[src/rtl/gpio_pkg.sv]
package gpio_pkg;
  localparam int STY_W = 3;

  typedef enum logic [2:0] {
    STY_HIGH = 3'd0,
    STY_LOW  = 3'd1,
    STY_RISE = 3'd2,
    STY_FALL = 3'd3,
    STY_BOTH = 3'd4
  } sty_e;

  // word indices (byte address >> 2)
  localparam int REG_DOUT   = 0;
  localparam int REG_OEN    = 1;
  localparam int REG_DIN    = 2;
  localparam int REG_STAT   = 3;
  localparam int REG_STY_LO = 4;
  localparam int REG_CLK    = 6;
  localparam int REG_DBS    = 7;
endpackage

[src/rtl/gpio_pad_sync.sv]
module gpio_pad_sync #(
  parameter int W  = 16,
  parameter int EW = 13
) (
  input  logic          clk_i,
  input  logic          rst_ni,
  input  logic [W-1:0]  pad_i,
  output logic [W-1:0]  cur_o,
  output logic [EW-1:0] prev_o
);
  logic [W-1:0]  s1_q, s2_q;
  logic [EW-1:0] prev_q;

  always_ff @(posedge clk_i or negedge rst_ni) begin
    if (!rst_ni) begin
      s1_q   <= '0;
      s2_q   <= '0;
      prev_q <= '0;
    end else begin
      s1_q   <= pad_i;
      s2_q   <= s1_q;
      prev_q <= s2_q[EW-1:0];
    end
  end

  assign cur_o  = s2_q;
  assign prev_o = prev_q;
endmodule

[src/rtl/gpio_irq_line.sv]
module gpio_irq_line
  import gpio_pkg::*;
(
  input  logic             clk_i,
  input  logic             rst_ni,
  input  logic             cur_i,
  input  logic             prev_i,
  input  logic [STY_W-1:0] style_i,
  input  logic             clr_i,
  output logic             stat_o
);
  logic hit;
  logic stat_q;

  always_comb begin
    unique case (style_i)
      STY_HIGH: hit = cur_i;
      STY_LOW:  hit = ~cur_i;
      STY_RISE: hit = cur_i & ~prev_i;
      STY_FALL: hit = ~cur_i & prev_i;
      STY_BOTH: hit = cur_i ^ prev_i;
      default:  hit = 1'b0;
    endcase
  end

  // set wins over clear
  always_ff @(posedge clk_i or negedge rst_ni) begin
    if (!rst_ni) stat_q <= 1'b0;
    else         stat_q <= hit | (stat_q & ~clr_i);
  end

  assign stat_o = stat_q;

  assert_level_high_R5: assert property (@(posedge clk_i) disable iff (!rst_ni)
    (style_i == STY_HIGH && cur_i) |=> stat_o);
  assert_level_low_R5: assert property (@(posedge clk_i) disable iff (!rst_ni)
    (style_i == STY_LOW && !cur_i) |=> stat_o);
  assert_rise_edge_R6: assert property (@(posedge clk_i) disable iff (!rst_ni)
    (style_i == STY_RISE && cur_i && !prev_i) |=> stat_o);
  assert_fall_edge_R6: assert property (@(posedge clk_i) disable iff (!rst_ni)
    (style_i == STY_FALL && !cur_i && prev_i) |=> stat_o);
  assert_clear_idle_R4: assert property (@(posedge clk_i) disable iff (!rst_ni)
    (style_i > STY_BOTH && clr_i) |=> !stat_o);
  assert_disabled_quiet_R8: assert property (@(posedge clk_i) disable iff (!rst_ni)
    (style_i > STY_BOTH && !stat_o) |=> !stat_o);
endmodule

[src/rtl/gpio_styled_ctrl.sv]
module gpio_styled_ctrl
  import gpio_pkg::*;
#(
  parameter int NUM_LINES = 16,
  parameter int NUM_IRQ   = 13,
  parameter int DW        = 32,
  parameter int AW        = 5
) (
  input  logic                 clk_i,
  input  logic                 rst_ni,
  input  logic                 wr_en_i,
  input  logic [AW-1:0]        addr_i,
  input  logic [DW-1:0]        wdata_i,
  output logic [DW-1:0]        rdata_o,
  input  logic [NUM_LINES-1:0] pad_i,
  output logic [NUM_LINES-1:0] pad_o,
  output logic [NUM_LINES-1:0] pad_oe_o,
  output logic [NUM_IRQ-1:0]   irq_o
);
  localparam int IDX_W      = AW - 2;
  localparam int BANK_LINES = 8;
  localparam int NUM_BANKS  = NUM_LINES / BANK_LINES;

  logic [IDX_W-1:0]     widx;
  logic                 unused_addr_lsb;
  logic [NUM_LINES-1:0] dout_q, oen_q;
  logic [STY_W-1:0]     sty_q [NUM_LINES];
  logic [DW-1:0]        clk_q, dbs_q;
  logic [NUM_LINES-1:0] cur, stat;
  logic [NUM_IRQ-1:0]   prev, clr;

  assign widx            = addr_i[AW-1:2];
  assign unused_addr_lsb = ^addr_i[1:0];

  always_ff @(posedge clk_i or negedge rst_ni) begin
    if (!rst_ni) begin
      dout_q <= '0;
      oen_q  <= '1;
      clk_q  <= '0;
      dbs_q  <= '0;
      for (int i = 0; i < NUM_LINES; i++) sty_q[i] <= '0;
    end else if (wr_en_i) begin
      if (widx == IDX_W'(REG_DOUT)) dout_q <= wdata_i[NUM_LINES-1:0];
      if (widx == IDX_W'(REG_OEN))  oen_q  <= wdata_i[NUM_LINES-1:0];
      if (widx == IDX_W'(REG_CLK))  clk_q  <= wdata_i;
      if (widx == IDX_W'(REG_DBS))  dbs_q  <= wdata_i;
      for (int i = 0; i < NUM_LINES; i++)
        if (widx == IDX_W'(REG_STY_LO + i / BANK_LINES))
          sty_q[i] <= wdata_i[(i % BANK_LINES)*STY_W +: STY_W];
    end
  end

  assign clr = (wr_en_i && widx == IDX_W'(REG_STAT)) ? wdata_i[NUM_IRQ-1:0] : '0;

  gpio_pad_sync #(.W(NUM_LINES), .EW(NUM_IRQ)) u_sync (
    .clk_i  (clk_i),
    .rst_ni (rst_ni),
    .pad_i  (pad_i),
    .cur_o  (cur),
    .prev_o (prev)
  );

  for (genvar i = 0; i < NUM_LINES; i++) begin : g_line
    if (i < NUM_IRQ) begin : g_irq
      gpio_irq_line u_line (
        .clk_i   (clk_i),
        .rst_ni  (rst_ni),
        .cur_i   (cur[i]),
        .prev_i  (prev[i]),
        .style_i (sty_q[i]),
        .clr_i   (clr[i]),
        .stat_o  (stat[i])
      );
    end else begin : g_none
      assign stat[i] = 1'b0;
    end
  end

  always_comb begin
    rdata_o = '0;
    if (widx == IDX_W'(REG_DOUT)) rdata_o[NUM_LINES-1:0] = dout_q;
    if (widx == IDX_W'(REG_OEN))  rdata_o[NUM_LINES-1:0] = oen_q;
    if (widx == IDX_W'(REG_DIN))  rdata_o[NUM_LINES-1:0] = cur;
    if (widx == IDX_W'(REG_STAT)) rdata_o[NUM_LINES-1:0] = stat;
    if (widx == IDX_W'(REG_CLK))  rdata_o = clk_q;
    if (widx == IDX_W'(REG_DBS))  rdata_o = dbs_q;
    for (int b = 0; b < NUM_BANKS; b++)
      if (widx == IDX_W'(REG_STY_LO + b))
        for (int j = 0; j < BANK_LINES; j++)
          rdata_o[j*STY_W +: STY_W] = sty_q[b*BANK_LINES + j];
  end

  assign pad_o    = dout_q;
  assign pad_oe_o = ~oen_q;
  assign irq_o    = stat[NUM_IRQ-1:0];

  assert_oe_sense_R2: assert property (@(posedge clk_i) disable iff (!rst_ni)
    (wr_en_i && widx == IDX_W'(REG_OEN)) |=> pad_oe_o == ~$past(wdata_i[NUM_LINES-1:0]));
  assert_store_only_R11: assert property (@(posedge clk_i) disable iff (!rst_ni)
    (wr_en_i && (widx == IDX_W'(REG_CLK) || widx == IDX_W'(REG_DBS)))
      |=> ($stable(pad_o) && $stable(pad_oe_o)));
endmodule

[config.mk]
export PLATFORM = sky130hd
export DESIGN_NAME = gpio_styled_ctrl
export DESIGN_NICKNAME = d
export VERILOG_FILES = /design/src/rtl/gpio_pkg.sv /design/src/rtl/gpio_pad_sync.sv /design/src/rtl/gpio_irq_line.sv /design/src/rtl/gpio_styled_ctrl.sv
export SDC_FILE = /design/constraint.sdc
export NUM_CORES = 1
export LEC_CHECK = 0
export ABC_CLOCK_PERIOD_IN_PS = 1950
export BUFFER_PORTS_ARGS = -buffer_cell sky130_fd_sc_hd__buf_2
export CORE_MARGIN = 5
export CORE_UTILIZATION = 42
export DETAILED_ROUTE_END_ITERATION = 8
export PLACE_DENSITY_LB_ADDON = 0.3
export RECOVER_POWER = 25
export SKIP_LAST_GASP = 1
export SYNTH_ARGS = -nofsm -noshare
export SYNTH_HDL_FRONTEND = slang
export SYNTH_HIERARCHICAL = 1
export SYNTH_SLANG_ARGS = --single-unit
[constraint.sdc]
create_clock -name clk_i -period 1.95 [get_ports clk_i]
set_clock_uncertainty 0.1 [all_clocks]
set_input_delay 0.2925 -clock clk_i [delete_from_list [all_inputs] [get_ports clk_i]]
set_output_delay 0.2925 -clock clk_i [all_outputs]
set_load 0.01 [all_outputs]
==> impl_metrics.csv <==
group,metric,value,unit
synth,synth_area,9673,um2
floorplan,dieArea,26170,um2
synth,yosysSeqAreaShare,0.5246,
floorplan,fp-row-count,55,
routing,avgViaCountPerCell,5.271,
place,port-buffer-count,130,
worst_setup_path,cp.required,1.56,ns
worst_setup_path,slowest_delay,0.43,ns
clock_network,clk_pin_slew,0.06,ns
timing,hold_viol,0,
worst_setup_path,cp_max_fo,2,
grt,grt_pass1_vias,7189,
final_layout,drive_above_1_share,0.4250,
grt,antenna_found_initial,1,
final_layout,final_cell_mix,"dfrtp_1 (184), buf_2 (121), mux2_2 (111)",
clock_network,h-tree-depth,1,
synth,async_reset_ff_frac,1.000,
timing,final.period_utilization,1.170,
synth,synth_nets,841,
final_layout,regArea,5077,um2
clock_network,clk_latency,0.50,ns
grt,grtUsageTotal,0.1954,
final_layout,diodes,0,
timing,setup_ws,-0.3314,ns
worst_setup_path,worstSetupEndpointType,"output pin",
routing,drc,0,
timing,grt_setup_unrepaired,"true",
routing,dr_total_vias,6947,
floorplan,die_y,161.8,um
grt,grt_pass1_wl,40860,um
synth,yosysWarnings,6,
timing,max_freq,0.4383,GHz
grt,grt_overflow_total,0,
synth,yosys.area.top_type,"dfrtp_1",
synth,synth_seq_cells,202,
place,dpl_worst_slack,-0.1526,ns
worst_setup_path,worstSetupPathType,"flip-flop to output pin",
synth,yosys.cell_types.count,39,
routing,wl_per_cell,19.25,um
pwr,vdd_drop_max,0.7644,mV
synth,synth.avg_cell_area,12.74,um2
final_layout,num-fill-cells,1914,
final_layout,fin_nets,1098,
run,max_cap_viol_count,0,
run_status,outcome,"complete, but fails checks",
worst_setup_path,cp-start-kind,"flip-flop",
clock_network,cts_buffers,23,
worst_setup_path,rrSetupSlack,0.33,ns
synth,synth_flop_cell,"dfrtp_1",
routing,drt_iter0_markers,336,
place,dp_hpwl,17360,um
timing,relSlewSlack,0.1005,
worst_setup_path,cp_slowest_cell,"dfrtp_2",
clock_network,clock_path_buffers,3,
routing,ant_nets,0,
timing,slew_violations,0,
floorplan,num_io_pins,133,
grt,grt_max_degree,47,
synth,synth.area.top_cells,"dfrtp_1 (48%), mux2_2 (13%), mux2_1 (4.9%), dfstp_2 (4.3%), mux2i_1 (3.6%)",
pwr,leakage,5.795,nW
run_status,violations,"setup timing",
synth,synthDominantCellAreaShare,0.4812,
place,gp_congestion,0.7877,
timing,setup_viol,24,
final_layout,fin_util,0.5613,
timing,worst_slew_pin_slew,1.349,ns
final_layout,syn2layout_area_growth,31.38,%
clock_network,cts_tree,"built",
floorplan,die_x,161.8,um
worst_setup_path,path_cells,"mux2_2 -> a221oi_4 -> a31oi_1 -> o22a_1 -> buf_2",
routing,dr.pass1.iters,6,
worst_setup_path,crit_arrival,1.89,ns
clock_network,clock-root-buffer,"clkbuf_16",
synth,synth-edff-count,0,
pwr,p_per_area,975.4,nW/um2
hold_path,holdCritPathClass,"input port to flip-flop",
final_layout,final_common_cell,"dfrtp_1",
floorplan,initial_core_util,0.4272,
timing,fin_crit,2.281,ns
synth,synth_cells,759,
final_layout,multi_input_area,4287,um2
clock_network,cts.sinks,202,
floorplan,coreArea,22640,um2
routing,routed_wl,25370,um
per-stage QoR:
| stage | std cells | power, mW | hold WS [ns] | cell area, um2 | setup TNS (ns) |
|---|---|---|---|---|---|
| 2_1_floorplan | 759 | 6.958 | -0.1031 | 9673 | 0 |
| 3_3_place_gp | 1192 | 7.903 | 0.1761 | 11060 | -2.118 |
| 3_5_place_dp | 1192 | 7.986 | 0.1753 | 11060 | -3.422 |
| 4_1_cts | 1309 | 12.44 | 0.003158 | 12610 | -4.341 |
| 5_1_grt | 1318 | 13.01 | 0.02876 | 12710 | -6.023 |
| 6_report | 1318 | 12.40 | 0.01121 | 12710 | -3.786 |
layer usage:
metal,vias up,GRT usage,part of all wire
li1,3226,-,-
met1,3494,0.2820,0.46
met2,182,0.3132,0.46
met3,43,0.02715,0.054
met4,2,0.05075,0.026
met5,-,0,0.00051
cells in the mapped netlist (all sizes together) (11+ instances only):
cell type,count
dfrtp,186
mux2,153
inv,62
o21ai,36
mux2i,35
buf,34
a21oi,27
ha,26
nand2,24
and2,22
a22oi,20
dfstp,16
nor2b,13
nor4b,13
xor2,13
o32a,12
mux4,11
nor2,11
cells by family (layout without fill, tap and decap cells):
logic type,count (synthesis),count (layout),synth area share
buffers and inverters,103,377,0.04889
AOI/OAI and AO/OA,125,125,0.08382
muxes,199,199,0.2399
DFF,202,202,0.5246
xor gates and xnor gates,13,13,0.01177
adders and majority gates,26,26,0.03363
and+or+nand+nor,91,91,0.05730
registers in the layout (all words and copies together) (netlist names):
signal and cells:
u_sync/s1_q 16, u_sync/prev_o 13, g_line.g_irq.u_line/stat_o 13, u_sync/cur_o 16, pad_o 16, clk_q 32
dbs_q 32, oen_q 16, sty_q 48
critical path, delay by kind of cell, from the launching register on:
kind	cells	cell delay, ns
flip-flops	1	0.43
AO/OA/AOI/OAI	3	0.51
multiplexers	1	0.30
buffers and inverters	1	0.15
area by class of cell:
class / instances / area share
clock inverter: 3 / 0.001772
clock buffer: 39 / 0.05395
inverter: 62 / 0.01831
timing repair buffer: 273 / 0.1611
sequential: 202 / 0.3995
multi-input combinational: 454 / 0.3373
tap: 285 / 0.02806
what timing repair did:
item / in CTS / in global routing
gates resized for setup: 45 / 11
hold endpoints to repair: 146 / 0
setup buffers: 28 / 9
hold buffers: 47 / 0
endpoints found under the setup margin: 24 / 32
pin swaps: 29 / 12
worst paths after layout:
check / start / to / cells after the start
worst min register to register: u_sync/s1_q[12] / u_sync/cur_o[12] / 0
min in group asynchronous: rst_ni / u_sync/cur_o[2] / 2
worst max-delay path: u_sync/cur_o[4] / rdata_o[4] / 5
worst min-delay path: wdata_i[8] / oen_q[8] / 3
max in group asynchronous: rst_ni / u_sync/cur_o[7] / 3
worst max register to register: u_sync/cur_o[6] / g_line[6].g_irq.u_line/stat_o / 6
report_power, final:
part	leakage (nW)	internal, mW	total [mW]	switching [mW]
combinational	3.10	1.58	2.82	1.24
sequential	2.35	4.99	5.53	0.546
clock	0.345	2.39	4.05	1.66
(Power assumes the default switching activity.)
